==> config.mk <==
export PLATFORM = sky130hd
export DESIGN_NAME = rxq_core
export DESIGN_NICKNAME = d
export VERILOG_FILES = /design/src/rtl/rxq_pkg.sv /design/src/rtl/rxq_buffer.sv /design/src/rtl/rxq_timeout.sv /design/src/rtl/rxq_flag_ctl.sv /design/src/rtl/rxq_core.sv
export SDC_FILE = /design/constraint.sdc
export NUM_CORES = 1
export LEC_CHECK = 0
export ABC_AREA = 1
export BUFFER_PORTS_ARGS = -buffer_cell sky130_fd_sc_hd__buf_2
export CAP_MARGIN = 15
export CELL_PAD_IN_SITES_DETAIL_PLACEMENT = 1
export CELL_PAD_IN_SITES_GLOBAL_PLACEMENT = 1
export CORE_MARGIN = 2
export CORE_UTILIZATION = 50
export CTS_BUF_LIST = sky130_fd_sc_hd__clkbuf_8
export CTS_CLUSTER_SIZE = 12
export DETAILED_ROUTE_END_ITERATION = 8
export PLACE_DENSITY = 0.93
export SKIP_LAST_GASP = 1
export SYNTH_ARGS = -nofsm -noshare
export SYNTH_HDL_FRONTEND = slang
export SYNTH_HIERARCHICAL = 1
export SYNTH_SLANG_ARGS = --single-unit
==> constraint.sdc <==
create_clock -name clk -period 9.5 [get_ports clk]
set_input_delay 1.425 -clock clk [delete_from_list [all_inputs] [get_ports clk]]
set_output_delay 1.425 -clock clk [all_outputs]
set_load 0.005 [all_outputs]
==> src/rtl/rxq_pkg.sv <==
package rxq_pkg;

    typedef enum logic [0:0] {
        TMO_IDLE = 1'b0,
        TMO_RUN  = 1'b1
    } tmo_state_e;

    typedef enum logic [0:0] {
        FLAG_LOW  = 1'b0,
        FLAG_HIGH = 1'b1
    } flag_state_e;

    // Trigger select to fill level.
    function automatic logic [4:0] trig_level(input logic [1:0] sel);
        logic [4:0] lvl;
        unique case (sel)
            2'b00: lvl = 5'd1;
            2'b01: lvl = 5'd4;
            2'b10: lvl = 5'd8;
            default: lvl = 5'd14;
        endcase
        return lvl;
    endfunction

endpackage

==> src/rtl/rxq_buffer.sv <==
module rxq_buffer #(
    parameter int DW = 8,
    parameter int DEPTH = 16,
    localparam int AW = (DEPTH > 1) ? $clog2(DEPTH) : 1,
    localparam int CW = $clog2(DEPTH + 1)
) (
    input  logic          clk,
    input  logic          rst_n,
    input  logic          flush,
    input  logic          push,
    input  logic          pull,
    input  logic [DW-1:0] wdata,
    output logic [DW-1:0] rdata,
    output logic [CW-1:0] count
);

    logic [DW-1:0] mem [DEPTH];
    logic [AW-1:0] wr_q;
    logic [AW-1:0] rd_q;
    logic [CW-1:0] cnt_q;

    function automatic logic [AW-1:0] bump(input logic [AW-1:0] p);
        return (p == AW'(DEPTH - 1)) ? '0 : p + AW'(1);
    endfunction

    always_ff @(posedge clk) begin
        if (push && !flush) begin
            mem[wr_q] <= wdata;
        end
    end

    always_ff @(posedge clk or negedge rst_n) begin
        if (!rst_n) begin
            wr_q  <= '0;
            rd_q  <= '0;
            cnt_q <= '0;
        end else if (flush) begin
            wr_q  <= '0;
            rd_q  <= '0;
            cnt_q <= '0;
        end else begin
            if (push) begin
                wr_q <= bump(wr_q);
            end
            if (pull) begin
                rd_q <= bump(rd_q);
            end
            unique case ({push, pull})
                2'b10:   cnt_q <= cnt_q + CW'(1);
                2'b01:   cnt_q <= cnt_q - CW'(1);
                default: cnt_q <= cnt_q;
            endcase
        end
    end

    assign rdata = mem[rd_q];
    assign count = cnt_q;

endmodule

==> src/rtl/rxq_timeout.sv <==
module rxq_timeout
    import rxq_pkg::*;
#(
    parameter int TMO_CHARS = 15,
    localparam int TW = (TMO_CHARS > 1) ? $clog2(TMO_CHARS) : 1
) (
    input  logic clk,
    input  logic rst_n,
    input  logic flush,
    input  logic restart,
    input  logic cancel,
    input  logic tick,
    output logic expire
);

    tmo_state_e    st_q, st_d;
    logic [TW-1:0] n_q, n_d;
    logic          last_tick;

    assign last_tick = (n_q == TW'(TMO_CHARS - 1));

    always_ff @(posedge clk or negedge rst_n) begin
        if (!rst_n) begin
            st_q <= TMO_IDLE;
            n_q  <= '0;
        end else begin
            st_q <= st_d;
            n_q  <= n_d;
        end
    end

    always_comb begin
        st_d = st_q;
        n_d  = n_q;
        if (flush || cancel) begin
            st_d = TMO_IDLE;
            n_d  = '0;
        end else if (restart) begin
            st_d = TMO_RUN;
            n_d  = '0;
        end else begin
            unique case (st_q)
                TMO_IDLE: begin
                    n_d = '0;
                end
                TMO_RUN: begin
                    if (tick) begin
                        if (last_tick) begin
                            st_d = TMO_IDLE;
                            n_d  = '0;
                        end else begin
                            n_d = n_q + TW'(1);
                        end
                    end
                end
                default: begin
                    st_d = TMO_IDLE;
                    n_d  = '0;
                end
            endcase
        end
    end

    always_comb begin
        expire = (st_q == TMO_RUN) && tick && last_tick
                 && !restart && !cancel && !flush;
    end

endmodule

==> src/rtl/rxq_flag_ctl.sv <==
module rxq_flag_ctl
    import rxq_pkg::*;
(
    input  logic clk,
    input  logic rst_n,
    input  logic flush,
    input  logic set_ev,
    input  logic clr_ev,
    input  logic irq_en,
    output logic flag,
    output logic irq
);

    flag_state_e st_q, st_d;
    logic        irq_q, irq_d;

    always_ff @(posedge clk or negedge rst_n) begin
        if (!rst_n) begin
            st_q  <= FLAG_LOW;
            irq_q <= 1'b0;
        end else begin
            st_q  <= st_d;
            irq_q <= irq_d;
        end
    end

    always_comb begin
        st_d  = st_q;
        irq_d = irq_q;
        if (flush) begin
            st_d  = FLAG_LOW;
            irq_d = 1'b0;
        end else begin
            unique case (st_q)
                FLAG_LOW: begin
                    if (set_ev) begin
                        st_d = FLAG_HIGH;
                    end
                end
                FLAG_HIGH: begin
                    if (!set_ev && clr_ev) begin
                        st_d = FLAG_LOW;
                    end
                end
                default: st_d = FLAG_LOW;
            endcase
            if (set_ev && irq_en) begin
                irq_d = 1'b1;
            end else if (!irq_en || clr_ev) begin
                irq_d = 1'b0;
            end
        end
    end

    always_comb begin
        flag = (st_q == FLAG_HIGH);
        irq  = irq_q;
    end

endmodule

==> src/rtl/rxq_core.sv <==
module rxq_core
    import rxq_pkg::*;
#(
    parameter int DW = 8,
    parameter int DEPTH = 16,
    parameter int TMO_CHARS = 15,
    localparam int CW = $clog2(DEPTH + 1)
) (
    input  logic          clk,
    input  logic          rst_n,
    input  logic [DW-1:0] rx_byte,
    input  logic          rx_valid,
    input  logic          rx_en,
    input  logic          rx_pop,
    input  logic          trig_load,
    input  logic [1:0]    trig_sel,
    input  logic          fifo_flush,
    input  logic          rx_irq_en,
    input  logic          char_tick,
    output logic [DW-1:0] head_byte,
    output logic [CW-1:0] fill_count,
    output logic          level_flag,
    output logic          rx_irq
);

    localparam logic [CW-1:0] FULL_CNT = CW'(DEPTH);

    logic [CW-1:0] trig_q;
    logic [CW-1:0] cnt;
    logic [CW-1:0] cnt_next;
    logic          store;
    logic          pull;
    logic          reach;
    logic          below;
    logic          expire;
    logic          set_ev;
    logic          clr_ev;

    always_ff @(posedge clk or negedge rst_n) begin
        if (!rst_n) begin
            trig_q <= CW'(1);
        end else if (trig_load) begin
            trig_q <= CW'(trig_level(trig_sel));
        end
    end

    always_comb begin
        store    = rx_valid && rx_en && (cnt != FULL_CNT) && !fifo_flush;
        pull     = rx_pop && (cnt != '0) && !fifo_flush;
        cnt_next = cnt + CW'(store) - CW'(pull);
        reach    = store && (cnt_next >= trig_q);
        below    = store && (cnt_next < trig_q);
        set_ev   = reach || expire;
        clr_ev   = pull && (cnt_next < trig_q);
    end

    rxq_buffer #(
        .DW(DW),
        .DEPTH(DEPTH)
    ) u_buf (
        .clk   (clk),
        .rst_n (rst_n),
        .flush (fifo_flush),
        .push  (store),
        .pull  (pull),
        .wdata (rx_byte),
        .rdata (head_byte),
        .count (cnt)
    );

    rxq_timeout #(
        .TMO_CHARS(TMO_CHARS)
    ) u_tmo (
        .clk     (clk),
        .rst_n   (rst_n),
        .flush   (fifo_flush),
        .restart (below),
        .cancel  (reach),
        .tick    (char_tick),
        .expire  (expire)
    );

    rxq_flag_ctl u_flag (
        .clk    (clk),
        .rst_n  (rst_n),
        .flush  (fifo_flush),
        .set_ev (set_ev),
        .clr_ev (clr_ev),
        .irq_en (rx_irq_en),
        .flag   (level_flag),
        .irq    (rx_irq)
    );

    assign fill_count = cnt;

endmodule

==> results of run 1 <==
## worst min path at each step
| stage | to | cells after the start | startpoint |
|---|---|---|---|
| finish | trig_q[0] | 2 | trig_q[0] |
| global route | trig_q[0] | 2 | trig_q[0] |
| CTS | trig_q[0] | 2 | trig_q[0] |
| detailed placement | trig_q[0] | 2 | trig_q[0] |
| global placement | u_buf/rd_q[1] | 2 | u_buf/rd_q[1] |
| floorplan | trig_q[0] | 2 | trig_q[0] |
## worst max-delay path, stage by stage
cell and delay, ns:
buf_2 0.20, inv_1 0.08, nand3_1 0.11, inv_1 0.16
ha_1 0.32, inv_1 0.04, ha_1 0.21, fa_1 0.44
xor2_1 0.18, ha_1 0.32, nand2_1 0.07, nand2_1 0.05
nand2_1 0.05, nand2_1 0.07, nor2_4 0.09, nand3_1 0.08
nand2_1 0.08, inv_1 0.07, nor2_4 0.14, nand2_2 0.08
nor3_1 0.14, inv_1 0.06, nand2_1 0.07, inv_1 0.05
a21oi_1 0.13
## cells by family (layout without fill, tap and decap cells)
logic type | Yosys count | after routing
flip-flops | 152 | 152
XOR/XNOR | 4 | 4
adder cells (fa/ha/maj) | 20 | 20
AND/OR/NAND/NOR | 253 | 253
AO/OA/AOI/OAI | 124 | 124
buffers and inverters | 73 | 118
## sequential cells by signal (all words and copies together), names as in the netlist
name / cells
u_flag/irq: 1
u_buf/count: 5
u_flag/flag: 1
trig_q: 4
u_tmo/st_q: 1
u_buf/mem: 128
u_tmo/n_q: 4
u_buf/wr_q: 4
u_buf/rd_q: 4
## metal layers
layer | share of wire, % | wire, um | up-vias | GRT usage, %
met2 | 53 | 9760 | 186 | 47.3
li1 | - | - | 2250 | -
met3 | 4.4 | 817 | 50 | 4.61
met5 | 0 | 0 | - | 0
met4 | 3.9 | 717 | 0 | 14.5
met1 | 39 | 7160 | 2495 | 31.5
## through the flow
| stage | cells | instance area, um^2 | util, % | hold slack, ns |
|---|---|---|---|---|
| floorplan | 626 | 6830 | - | 0.462 |
| global placement | 815 | 7090 | 53.3 | 0.489 |
| detailed placement | 815 | 7090 | 53.3 | 0.499 |
| CTS | 847 | 7450 | 56.0 | 0.514 |
| global route | 847 | 7450 | 56.0 | 0.538 |
| finish | 847 | 7450 | 56.0 | 0.511 |
## layout by cell type, fill, tap and decap left out, drive strengths merged, types with 2 or more instances in the layout
master      n
nand2      90
nor2      115
clkinv      9
o21ai      78
inv        52
a21oi       8
edfxtp    128
xor2        2
nand3      40
nand4       7
o211ai     16
ha         19
clkinvlp    5
o22ai      17
dfrtp      23
xnor2       2
buf        35
o21bai      2
clkbuf     17
## report_power, final
part	switching [mW]	internal, mW
sequential	0.00436	0.727
combinational	0.0601	0.0262
clock	0.265	0.184
## layout make-up
cell class	instances	area, um^2
Clock inverter	15	121
Sequential cell	152	4450
Multi-Input combinational cell	401	2050
Tap cell	176	220
Timing Repair Buffer	35	180
Fill cell	1465	5850
Inverter	51	191
Clock buffer	17	234
==> impl_metrics.ini, run 1 <==
[timing]
slew_violations = 0
fmax_mhz = 231
fin_tns_setup_ns = 0
grt_setup_unrepaired = false
layout_setup_ws_ns = 5.18
finalSetupViolCount = 0
period_minus_slack_ns = 4.32
fin_skew_ns = 0.0124
finalHoldViolations = 0
relSlewSlack_pct = 29.2
tightest_slew_ns = 1.06
finalCritPeriodShare_pct = 45.5

[logic_synthesis]
synth_area_um2 = 6830
synth_top_family_by_area = simple AND/OR/NAND/NOR gates
yosysTopAreaCell = edfxtp_1
avgSynthCellArea_um2 = 10.9
synth_compound_area_share_pct = 10.2
synth_seq_cells = 152
synth_flop_cell = edfxtp_1
synth_cells = 626
synth_seq_area_share_pct = 65.1
synth.area.top_cells = edfxtp_1, dfrtp_1, nor2_1
synth-edff-count = 128
synth_warnings = 6
post-synth-top-count-cell = edfxtp_1
muxShareOfSynthArea_pct = 0
synth_cell_types = 35
ys_async_sr_fraction_pct = 15.8
synth_xor_area_share_pct = 0.513
synthTopCellsByCount = edfxtp_1, nor2_1, nand2_1
synth_fp_nets = 665
synth-adder-area-share_pct = 3.77
synth-simple-area-share_pct = 15.5
yosysTopAreaCellShare_pct = 56.3

[clock_network]
cts-buffers-inserted = 17
ctsHoldBuffers = 0
clockBufferDepth = 2
cts_resized = 0
insertion_delay_ns = 0.47
post-cts-setup-buffers = 0
cts_tree = done
root_buffer = clkbuf_8
path_clk_slew_ns = 0.09
cts_sinks = 152
cts_max_level = 4

[setup_path]
regToRegEndpoint = u_flag/flag
crit_start = fifo_flush
path_class = in -> reg
end_kind = flip-flop
worstPathArrival_ns = 4.72
path_max_fanout = 9
reg2reg_from = u_buf/count[2]
reg2regPathDepth = 26
crit_end = u_flag/flag
startpoint_type = primary input
worst_ep_required_time_ns = 9.90
r2r_slack_ns = 5.54

[flow_run]
maxCapViolations = 0

[route]
antenna_left = 0
drt_wl_total_um = 18500
routedWlPerCell_um = 21.8
vias = 4981
dr.pass1.iters = 7
viasPerCell = 5.88
drt_iter0_drc = 497
drc_errors = 0

[global_route]
grt_pass1_vias = 5383
grt_usage_pct = 27.0
grt_max_degree = 69
overflow = 0
antenna_found_initial = 0
grt_pass1_wl_um = 29100

[place]
portBuffers = 33
dpl.hpwl_um = 11800
pre_cts_slack_ns = 4.65
gp_congestion = 0.852

[power_and_ir_drop]
p_total_mw = 1.27
leakage_nw = 2.76
peakVddDrop_mv = 0.0568
power.density_nw_per_um2 = 170

[outcome]
outcome = finished, final reports clean

[die]
fp.dieH_um = 121
design.core.area_um2 = 13300
ios = 34
die_x_um = 121
dieArea_um2 = 14600
rows = 42
start_util_pct = 51.4

[final_layout]
antennaDiodeCount = 0
final_layout_size_suffix_gt1_share_pct = 13.0
area_growth_pct = 9.03
fin_nets = 697

[worst_hold_path]
hp-class = reg -> reg
(Power assumes the default switching activity.)
==> run 2: changes to the inputs <==
ABC_AREA = 0   (was 1)
PLACE_DENSITY = 0.89   (was 0.93)
clock period = 4.3 ns   (was 9.5 ns; I/O delays follow)
==> impl_metrics.ini, run 2 <==
[outcome]
outcome = finished, final reports clean

[global_route]
grt_pass1_wl_um = 24300
grt_max_degree = 45
antenna_found_initial = 0
grtUsageMet2_pct = 41.6
overflow = 0
grt_use_met3_pct = 5.13
busiest_layer = met2
grt_usage_pct = 23.3
grt_util_met1_pct = 27.6
grt_pass1_vias = 4240

[timing]
tightest_slew_ns = 1.18
finalCritPeriodShare_pct = 98.3
finalHoldViolations = 0
timing.hold.ws_ns = 0.180
fin_skew_ns = 0.00758
slew_violations = 0
grt_setup_unrepaired = true
relSlewSlack_pct = 21.2
fin_tns_setup_ns = 0
finalSetupViolCount = 0
fmax_mhz = 237
period_minus_slack_ns = 4.23

[logic_synthesis]
synth_seq_area_share_pct = 66.6
synth.area.top_cells = edfxtp_1, dfrtp_1, mux4_2
synth_fp_nets = 456
synth_cells = 417
synth_area_um2 = 6680
post-synth-top-count-cell = edfxtp_1
synth_flop_cell = edfxtp_1
yosysTopAreaCell = edfxtp_1
synth-edff-count = 128
synth_cell_types = 54
synthTopCellsByCount = edfxtp_1, mux2i_1, mux4_2
yosysTopAreaCellShare_pct = 57.6
synth_warnings = 6
synth_seq_cells = 152
avgSynthCellArea_um2 = 16.0
ys_async_sr_fraction_pct = 15.8

[power_and_ir_drop]
peakVddDrop_mv = 0.204
p_int_mw = 2.48
p_sw_share_pct = 23.4
pwr-share-clk_pct = 34.8
leakage_nw = 2.57
pwr-share-seq_pct = 50.7
power.density_nw_per_um2 = 426
power.net_switching_mw = 0.759
power_frac_comb_pct = 14.5

[final_layout]
top_register = u_buf/mem
largest_reg_flops = 128
antennaDiodeCount = 0
final_layout_size_suffix_gt1_share_pct = 26.8
layout_common_cells = edfxtp_1, buf_2, mux2i_1, mux4_2, dfrtp_1
fill_cells = 1244
mostFrequentLayoutCell = edfxtp_1
stdcell_count = 657
fin_nets = 507
area_growth_pct = 13.8

[flow_run]
maxCapViolations = 0

[route]
drc_errors = 0
drt_wl_total_um = 15600
drt_iter0_drc = 279
antenna_left = 0
viasPerCell = 5.88
routedWlPerCell_um = 23.7
dr.pass1.iters = 5
vias = 3860

[clock_network]
clockBufferDepth = 2
cts_max_level = 4
root_buffer = clkbuf_8
cts_sinks = 152
insertion_delay_ns = 0.45
cts_tree = done
path_clk_slew_ns = 0.08
ctsHoldBuffers = 0
cts-buffers-inserted = 17

[setup_path]
path_delay_family = simple AND/OR/NAND/NOR gates
path_class = reg -> reg
cpPeakStageDelay_ns = 0.55
worstPathArrival_ns = 4.60
cpMaxStageDelayCell = or4b_4
worst_ep_required_time_ns = 4.68
startpoint_type = flip-flop
crit_buf_inv = 3
path_max_fanout = 4
end_kind = flip-flop
crit_chain = inv_2 > ha_4 > nor3b_4 > a211o_1 > ha_4 > inv_1 > ha_1 > a21o_1 > a21oi_1 > xor2_1 > ha_1 > nand4b_1 > and3_4 > a21boi_4 > and2_4 > or4b_4 > nor2_4 > nor2_1 > a41oi_1 > inv_1 > a21oi_2

[place]
dpl.hpwl_um = 10500
gp_congestion = 0.779
portBuffers = 33
placedCellCount = 622

[die]
design.core.area_um2 = 13100
rows = 42
ios = 34
dieArea_um2 = 14300
start_util_pct = 50.8
fp.dieH_um = 120
die_x_um = 120

[worst_hold_path]
hp-class = in -> async
==> run 2: power groups by stage <==
stage / registers [mW] / logic [mW] / clock network (mW)
after floorplan: 1.66 / 0.267 / 0
after global placement: 1.67 / 0.365 / 0
after detailed placement: 1.67 / 0.395 / 0
after CTS: 1.64 / 0.410 / 1.15
after global routing: 1.65 / 0.514 / 1.21
final: 1.64 / 0.469 / 1.13
==> run 2: metal layers <==
metal | part of all wire (%) | vias up
li1 | - | 1720
met1 | 38 | 1991
met2 | 54 | 128
met3 | 5.3 | 21
met4 | 2.0 | 0
met5 | 0 | -
==> run 2: cells by family after synthesis <==
| logic type | synth area share, % |
|---|---|
| DFF | 66.6 |
| and+or+nand+nor | 7.48 |
| AOI/OAI and AO/OA | 6.11 |
| muxes | 12.5 |
| buffers and inverters | 2.47 |
| adders and majority gates | 3.86 |
| xor gates and xnor gates | 1.05 |
==> run 2: worst reg2reg max path, delay by kind of cell, from the launching register on <==
family                     cells  cell delay [ns]
and+or+nand+nor                7             1.36
AOI/OAI and AO/OA              6             1.15
adders and majority gates      4             0.93
DFF                            1             0.38
buffers and inverters          3             0.24
xor gates and xnor gates       1             0.10
==> run 2: final timing paths <==
path | from | to | slack, ns | depth (start not counted)
worst max-delay path | u_buf/count[2] | u_flag/flag | 0.07 | 21
worst min-delay path | rst_n | u_buf/count[0] | 0.18 | 1
worst max register to register | u_buf/count[2] | u_flag/flag | 0.07 | 21
worst min register to register | trig_q[2] | trig_q[2] | 0.56 | 2
max in group asynchronous | rst_n | u_buf/rd_q[1] | 3.73 | 1
min in group clk | trig_sel[0] | trig_q[2] | 0.44 | 3
==> run 2: what timing repair did <==
action / 4_1_cts / 5_1_grt
gates resized for setup: 5 / 16
pin swaps: 3 / 13
setup endpoints to repair: 2 / 3
buffers inserted: 1 / 2
==> run 2: area by class of cell <==
type | count | area [um^2] | share of cell area (%)
flip-flops and latches | 152 | 4450 | 58.5
multi-input cells | 231 | 2170 | 28.5
repair buffers | 47 | 270 | 3.56
clock buffers | 18 | 248 | 3.26
well taps | 176 | 220 | 2.90
clock inverters | 14 | 168 | 2.21
inverters | 19 | 76.3 | 1.00
==> run 2: through the flow <==
step | setup slack (ns) | utilization, % | instance area, um^2 | total power, mW
floorplan | 0.0193 | - | 6680 | 1.93
global placement | 0.110 | 53.8 | 7060 | 2.04
detailed placement | -0.146 | 53.8 | 7060 | 2.07
CTS | 0.0182 | 57.1 | 7500 | 3.20
global route | -0.0824 | 57.8 | 7600 | 3.37
finish | 0.0741 | 57.8 | 7600 | 3.24
